### src/rtl/boot_strap_seq.sv
module boot_strap_seq #(
  parameter int SYNC_STAGES = 2
) (
  input  logic       sys_clk,
  input  logic       por_n,
  input  logic [2:0] strap_mode,
  input  logic [3:0] strap_slv,
  input  logic [3:0] strap_mst,
  input  logic       strap_slow,
  input  logic       strap_halt,
  input  logic       halt_clr,
  input  logic       load_done,
  output logic       core_rst_n,
  output logic [6:0] slv_addr,
  output logic [6:0] mst_addr,
  output logic       bus_slow,
  output logic       load_req,
  output logic       halt_pending,
  output logic [2:0] boot_status
);

  typedef enum logic [2:0] {
    ST_RESET  = 3'd0,
    ST_SAMPLE = 3'd1,
    ST_LOAD   = 3'd2,
    ST_HALT   = 3'd3,
    ST_RUN    = 3'd4,
    ST_ERR    = 3'd7
  } state_t;

  logic [SYNC_STAGES-1:0] sync_q;
  logic                   rst_s;

  always_ff @(posedge sys_clk or negedge por_n)
    if (!por_n) sync_q <= '0;
    else        sync_q <= {sync_q[SYNC_STAGES-2:0], 1'b1};

  assign rst_s = sync_q[SYNC_STAGES-1];

  state_t     state, state_nx;
  logic [2:0] mode_q;
  logic [3:0] slv_q, mst_q;
  logic       slow_q, halt_q;

  always_ff @(posedge sys_clk or negedge rst_s)
    if (!rst_s) begin
      mode_q <= '0;
      slv_q  <= '0;
      mst_q  <= '0;
      slow_q <= 1'b0;
    end else if (state == ST_RESET) begin
      mode_q <= strap_mode;
      slv_q  <= strap_slv;
      mst_q  <= strap_mst;
      slow_q <= strap_slow;
    end

  always_ff @(posedge sys_clk or negedge rst_s)
    if (!rst_s)                  halt_q <= 1'b0;
    else if (state == ST_RESET)  halt_q <= strap_halt;
    else if (halt_clr)           halt_q <= 1'b0;

  always_comb begin
    state_nx = state;
    case (state)
      ST_RESET:  state_nx = ST_SAMPLE;
      ST_SAMPLE: if (mode_q > 3'd1)       state_nx = ST_ERR;
                 else if (mode_q == 3'd1) state_nx = ST_LOAD;
                 else if (halt_q)         state_nx = ST_HALT;
                 else                     state_nx = ST_RUN;
      ST_LOAD:   if (load_done)           state_nx = halt_q ? ST_HALT : ST_RUN;
      ST_HALT:   if (!halt_q)             state_nx = ST_RUN;
      default:   state_nx = state;
    endcase
  end

  always_ff @(posedge sys_clk or negedge rst_s)
    if (!rst_s) state <= ST_RESET;
    else        state <= state_nx;

  assign core_rst_n   = (state == ST_RUN);
  assign load_req     = (state == ST_LOAD);
  assign halt_pending = halt_q;
  assign bus_slow     = slow_q;
  assign boot_status  = state;
  assign slv_addr     = {2'b11, slv_q[3], 1'b0, slv_q[2:0]};
  assign mst_addr     = {3'b101, mst_q};

  AST_STRAP_HOLD: assert property (@(posedge sys_clk) disable iff (!rst_s)
    (state != ST_RESET && $past(state) != ST_RESET) |-> ($stable(slv_addr) && $stable(mst_addr) && $stable(bus_slow)));
  AST_ERR_STICKY: assert property (@(posedge sys_clk) disable iff (!rst_s)
    (state == ST_ERR) |=> (state == ST_ERR && !core_rst_n));
  AST_LOAD_WAIT: assert property (@(posedge sys_clk) disable iff (!rst_s)
    (state == ST_LOAD && !load_done) |=> (state == ST_LOAD));
  AST_HALT_EXIT: assert property (@(posedge sys_clk) disable iff (!rst_s)
    (state == ST_HALT && !halt_q) |=> (state == ST_RUN));
  AST_RUN_KEEP: assert property (@(posedge sys_clk) disable iff (!rst_s)
    (state == ST_RUN) |=> (state == ST_RUN));

endmodule

### config.mk
export PLATFORM = sky130hd
export DESIGN_NAME = boot_strap_seq
export DESIGN_NICKNAME = d
export VERILOG_FILES = /design/src/rtl/boot_strap_seq.sv
export SDC_FILE = /design/constraint.sdc
export NUM_CORES = 1
export LEC_CHECK = 0
export ABC_CLOCK_PERIOD_IN_PS = 1500
export BUFFER_PORTS_ARGS = -buffer_cell sky130_fd_sc_hd__buf_2
export CAP_MARGIN = 40
export CORE_AREA = 2 2 45 47
export DETAILED_ROUTE_END_ITERATION = 16
export DIE_AREA = 0 0 47 49
export PLACE_DENSITY = 0.77
export SYNTH_ARGS = -nofsm -noshare
export SYNTH_HDL_FRONTEND = slang
export SYNTH_SLANG_ARGS = --single-unit
export TNS_END_PERCENT = 50
### constraint.sdc
create_clock -name sys_clk -period 1.5 [get_ports sys_clk]
set_clock_uncertainty 0.05 [all_clocks]
set_input_delay 0.3 -clock sys_clk [delete_from_list [all_inputs] [get_ports sys_clk]]
set_output_delay 0.3 -clock sys_clk [all_outputs]
set_load 0.01 [all_outputs]
==> results.yml, run 1 <==
grt:
  antenna_found_initial: 0
  grt_max_degree: 17
  grt-ovfl-total: 0
  grt_pass1_vias: 544
  grt_pass1_wl_um: 2297
  grt_usage_pct: 13.91
timing:
  min_period_ps: 1477
  hold_viol: 0
  slew_headroom_pct: 58.00
  finalCritPeriodShare_pct: 98.49
  rsz0062_at_grt: "true"
  timing.hold.ws_ps: 131.2
  fin_tns_setup_ps: 0
  slew_viol_final: 0
  setup_viol: 0
  fmax_mhz: 676.9
  worstMarginPinSlew_ps: 630.0
setup_path:
  crit_type: "register to output port"
  cp_slowest_stage_delay_ps: 460
  cpMaxStageDelayCell: "dfrtp_2"
  cp_data_arrival_time_ps: 1130
  path_delay_family: "flip-flops"
  critPathRequiredTime_ps: 1150
  crit_chain: "nand2b_4, nor2_1, buf_2"
  cp_max_fo: 7
  cp-start-kind: "register"
  cp.buffers_inverters: 1
  end_kind: "output port"
placed_design:
  port_buffers: 31
  dp_hpwl_um: 1080
  placed_area_um2: 984.7
  gp_congestion: 0.7696
clocking:
  clk_latency_ps: 280
  ctsRootBufferMaster: "clkbuf_4"
  cts_sinks: 18
  clk_pin_slew_worst_paths_ps: 100
  numCtsBuffers: 3
  cts_max_path_buffers: 2
  h-tree-depth: 1
  cts_tree: "built"
floorplan:
  design.core.area_um2: 1842
  die_x_um: 47
  die_h_um: 49
  num_io_pins: 38
  dieArea_um2: 2303
  start_util_pct: 43.55
  fp-row-count: 16
power_and_ir_drop:
  p_int_uw: 652.7
  powerDensity_nw_per_um2: 755.1
  p_comb_share_pct: 4.0
  p_leak_uw: 0.0005916
  p_clk_share_pct: 35.1
  p_total_uw: 814.4
  p_sw_uw: 161.7
  irDropWorstVdd_mv: 0.5462
  sequentialPowerShare_pct: 60.9
  switching_share_pct: 19.86
synth:
  avgSynthCellArea_um2: 12.73
  synth_cell_types: 18
  ys_seq_area_share_pct: 56.16
  synth_top_area_share_pct: 56.16
  synth_seq_cells: 18
  synth_area_leader_cell: "dfrtp_1"
  syn_inst: 63
  mappedNetlistArea_um2: 802.0
  ys_warn_count: 0
  synthTopCellsByArea: "dfrtp_1 56%, mux2_2 17%, buf_4 5.6%, buf_6 2.8%, o21ai_0 2.5%"
route:
  met1Wirelength_um: 601
  avgRoutedWirePerCell_um: 11.12
  drtIter0Drc: 0
  dr_wl_met3_um: 104
  viasPerCell: 4.403
  ant_nets: 0
  firstDrtPassIters: 1
  finalWirelength_um: 1434
  drc: 0
  route.met2.wl_um: 721
  highest_layer: "met4"
  num_vias: 568
run:
  maxCapViolCount: 0
layout:
  final_common_cell: "buf_2"
  area_growth_pct: 34.48
  antenna_cells: 0
  drive_above_1_share_pct: 57.84
  final_nets: 120
  mostFrequentLayoutCells: "31 x buf_2, 17 x dfrtp_1, 8 x mux2_2, 7 x conb_1, 5 x nor2_1"
  design_area_um2: 1079
hold_path:
  hold_path.class: "input pin to register"
outcome:
  status: "completed"
routing by layer:
| layer | track usage (%) | up-vias |
|---|---|---|
| li1 | - | 281 |
| met1 | 17.94 | 262 |
| met2 | 21.23 | 23 |
| met3 | 3.333 | 2 |
| met4 | 6.944 | 0 |
| met5 | 0 | - |
cell families (layout without fill, tap and decap cells):
| logic type | count (synthesis) | in the layout | synth area share, % |
|---|---|---|---|
| flops | 18 | 18 | 56.16 |
| mux | 12 | 12 | 16.85 |
| simple gates | 11 | 11 | 8.115 |
| compound gates | 10 | 10 | 8.580 |
| buf+inv | 10 | 44 | 9.360 |
| other cells | 2 | 7 | 0.9364 |
power by group through the flow:
stage / Clock [µW] / Combinational, µW / Sequential, µW
2_1_floorplan: 0 / 20.7 / 504
3_3_place_gp: 0 / 29.0 / 506
6_report: 286 / 32.7 / 496
5_1_grt: 309 / 37.8 / 498
3_5_place_dp: 0 / 29.7 / 506
4_1_cts: 299 / 31.8 / 497
cell type report:
| cell class | count | area (µm²) |
|---|---|---|
| fill | 167 | 763.2 |
| sequential | 18 | 451.7 |
| multi-input combinational | 40 | 322.8 |
| timing repair buffer | 38 | 226.5 |
| clock buffer | 4 | 36.28 |
| tap | 27 | 33.78 |
| inverter | 2 | 7.507 |
final timing paths:
| kind | from | to | slack [ps] | cells after the start |
|---|---|---|---|---|
| hold reg to reg | sync_q[1]$_DFF_PN0_ | slv_q[1]$_DFFE_PN0P_ | 210 | 0 |
| min in group asynchronous | sync_q[1]$_DFF_PN0_ | slv_q[1]$_DFFE_PN0P_ | 210 | 0 |
| hold / removal | halt_clr | halt_pending$_DFFE_PN0P_ | 130 | 2 |
| max in group asynchronous | sync_q[1]$_DFF_PN0_ | boot_status[0]$_DFFE_PN0P_ | 750 | 0 |
| setup / recovery | boot_status[0]$_DFFE_PN0P_ | core_rst_n | 20 | 3 |
| setup reg to reg | boot_status[0]$_DFFE_PN0P_ | slv_q[2]$_DFFE_PN0P_ | 30 | 4 |
timing repair:
action / in CTS / in global routing
resized for setup: 2 / 6
cloned: 0 / 0
hold buffers: 1 / 0
pin swaps: 1 / 0
endpoints found under the setup margin: 2 / 14
endpoints found under the hold margin: 2 / 0
setup buffers: 2 / 1
sequential cells by signal, indices dropped and copies added, names as in the netlist:
| name | cells |
|---|---|
| mst_q | 4 |
| slv_q | 4 |
| boot_status | 3 |
| mode_q | 3 |
| sync_q | 2 |
| bus_slow | 1 |
| halt_pending | 1 |
stage by stage:
stage	worst slack, ps	cells	utilization [%]
2_1_floorplan	22.30	68	-
3_3_place_gp	211.5	122	53.46
3_5_place_dp	199.1	122	53.46
4_1_cts	-4.840	128	57.00
5_1_grt	-46.61	129	58.56
6_report	22.61	129	58.56
synth_stat cells, drive strengths merged:
library cell and n:
dfrtp 18, mux2 12, buf 8, nor2 5
o21ai 4, conb 2, inv 2, nand2 2
o31ai 2, a2111oi 1, a21oi 1, and2b 1
nand2b 1, nor3 1, nor3b 1, o211a 1
o22a 1
Power figures use the tool's default switching activity.
==> run 2, diff against run 1 <==
- CORE_AREA: 2 2 45 47 -> 2 2 44 46
- CTS_BUF_LIST: unset -> sky130_fd_sc_hd__clkbuf_4 sky130_fd_sc_hd__clkbuf_8
- DIE_AREA: 0 0 47 49 -> 0 0 46 48
- PLACE_DENSITY: 0.77 -> 0.8
==> run 2 against run 1 <==
  * Sequential power barely moved
  * Core utilization increased by 2.9 points
  * Sequential cell count did not move
  * Critical endpoint is now mst_q[0]$_DFFE_PN0P_
  * Worst setup slack better by 35 ps
  * Maximum frequency is 2.4% higher
  * Sequential share of layout area increased by 1.7 points
  * Design area shrank 3.7%
  * Clock-buffer cell count decreased by 1
  * Combinational power decreased by 2%
  * Total power shrank 7.9%
  * Non-clock buffer count did not move
==> results.yml, run 2 (synthesized netlist as in run 1, its figures left out) <==
placed_design:
  dpl_worst_slack_ps: 177.1
  gp_congestion: 0.7694
  dp_hpwl_um: 1062
  port_buffers: 31
  placed_area_um2: 964.7
outcome:
  status: "completed"
timing:
  slew_viol_final: 0
  hold_viol: 0
  slew_headroom_pct: 59.45
  rsz0062_at_grt: "true"
  timing.final.ws_setup_ps: 57.84
  setup_viol: 0
  worstMarginPinSlew_ps: 608.3
  fmax_mhz: 693.4
  timing.hold.ws_ps: 140.0
  min_period_ps: 1442
  finalCritPeriodShare_pct: 96.14
hold_path:
  hold_start: "halt_clr"
  hold_path.class: "input pin to register"
  holdPathEnd: "halt_pending$_DFFE_PN0P_"
  hold_depth: 2
route:
  drtIter0Drc: 11
  viasPerCell: 4.975
  ant_nets: 0
  num_vias: 587
  avgRoutedWirePerCell_um: 11.81
  firstDrtPassIters: 4
  drc: 0
  finalWirelength_um: 1394
floorplan:
  die_x_um: 46
  fp-row-count: 15
  start_util_pct: 47.48
  design.core.area_um2: 1689
  num_io_pins: 38
  die_h_um: 48
  dieArea_um2: 2208
setup_path:
  cp_max_fo: 14
  end_kind: "register"
  reg2reg_from: "boot_status[0]$_DFFE_PN0P_"
  crit_type: "register to register"
  r2r_slack_ps: 60
  cpMaxStageDelayCell: "dfrtp_2"
  critPathRequiredTime_ps: 1620
  r2r_end: "mst_q[0]$_DFFE_PN0P_"
  cp_slowest_stage_delay_ps: 440
  crit_chain: "buf_4, nor3_4, buf_12, mux2_2"
  cp-start-kind: "register"
  r2r_cells: 4
  cp_data_arrival_time_ps: 1560
power_and_ir_drop:
  p_comb_share_pct: 4.3
  powerDensity_nw_per_um2: 722.4
  p_sw_uw: 152.6
  irDropWorstVdd_mv: 0.5694
  p_int_uw: 597.6
  p_clk_share_pct: 29.7
  p_leak_uw: 0.0005789
  switching_share_pct: 20.34
  sequentialPowerShare_pct: 66.0
layout:
  design_area_um2: 1039
  reg.largest.list: "mst_q x4, slv_q x4"
  antenna_cells: 0
  fillers: 149
  final_common_cell: "buf_2"
  final_nets: 120
  drive_above_1_share_pct: 58.42
  mostFrequentLayoutCells: "31 x buf_2, 16 x dfrtp_1, 12 x mux2_2, 7 x conb_1, 5 x nor2_1"
  area_growth_pct: 29.49
grt:
  grt_pass1_vias: 563
  grt_usage_pct: 15.06
  grt_pass1_wl_um: 2318
  antenna_found_initial: 0
  grt_max_degree: 17
  grt-ovfl-total: 0
clocking:
  h-tree-depth: 1
  cts_sinks: 18
  clk_pin_slew_worst_paths_ps: 90
  clk_latency_ps: 280
  ctsRootBufferMaster: "clkbuf_4"
  numCtsBuffers: 3
  cts_tree: "built"
  cts_max_path_buffers: 2
run:
  maxCapViolCount: 0
[run 2: cell count changes in the layout (fill, tap and decap cells not counted), sizes merged]
cell    previous run  this run
clkbuf             4         3
[run 2: repair_timing]
action	in CTS	in global routing
hold buffers	1	0
setup buffers	2	2
hold endpoints to repair	2	0
resized for setup	2	3
setup endpoints to repair	2	14
[run 2: per-layer routing]
metal / track usage [%] / share of wire [%]
met5: 0 / 0
met2: 26.11 / 51
met3: 2.264 / 6.3
met1: 18.55 / 43
met4: 6.857 / 0
[run 2: worst max-delay path: cells and delay by family, from the launching register on]
kind          cells  cell delay, ps
mux               1             340
simple gates      1             190
buf+inv           2             320
flops             1             440
[run 2: worst max path at each step]
| stage | slack (ps) | end | cells after the start | startpoint |
|---|---|---|---|---|
| after global routing | -9 | slv_q[0]$_DFFE_PN0P_ | 4 | boot_status[0]$_DFFE_PN0P_ |
| after detailed placement | 180 | mst_q[0]$_DFFE_PN0P_ | 3 | boot_status[2]$_DFFE_PN0P_ |
| after global placement | 210 | bus_slow$_DFFE_PN0P_ | 3 | boot_status[2]$_DFFE_PN0P_ |
| final | 60 | mst_q[0]$_DFFE_PN0P_ | 4 | boot_status[0]$_DFFE_PN0P_ |
| after floorplan | 20 | mode_q[0]$_DFFE_PN0P_ | 4 | boot_status[1]$_DFFE_PN0P_ |
| after CTS | 30 | mst_q[0]$_DFFE_PN0P_ | 4 | boot_status[0]$_DFFE_PN0P_ |
[run 2: power groups by stage]
stage | sequential (µW) | clock [µW] | combinational [µW]
after floorplan | 504 | 0 | 20.7
after global placement | 505 | 0 | 29.2
after detailed placement | 506 | 0 | 29.4
after CTS | 496 | 227 | 31.4
after global routing | 498 | 261 | 36.1
final | 495 | 223 | 31.9
[run 2: metrics by stage]
| step | util (%) | instances | power, µW | TNS (ps) |
|---|---|---|---|---|
| detailed placement | 57.11 | 111 | 535.3 | 0 |
| CTS | 60.00 | 116 | 754.2 | 0 |
| finish | 61.48 | 118 | 750.2 | 0 |
| global route | 61.48 | 118 | 794.5 | -26.31 |
| floorplan | - | 68 | 524.3 | 0 |
| global placement | 57.11 | 111 | 534.7 | 0 |
[run 2: area by class of cell]
| class | instances | area, µm² | share of cell area [%] |
|---|---|---|---|
| flip-flops and latches | 18 | 452.9 | 43.61 |
| inverters | 2 | 7.507 | 0.7229 |
| repair buffers | 38 | 226.5 | 21.81 |
| multi-input cells | 40 | 307.8 | 29.64 |
| clock buffers | 3 | 22.52 | 2.169 |
| well taps | 17 | 21.27 | 2.048 |
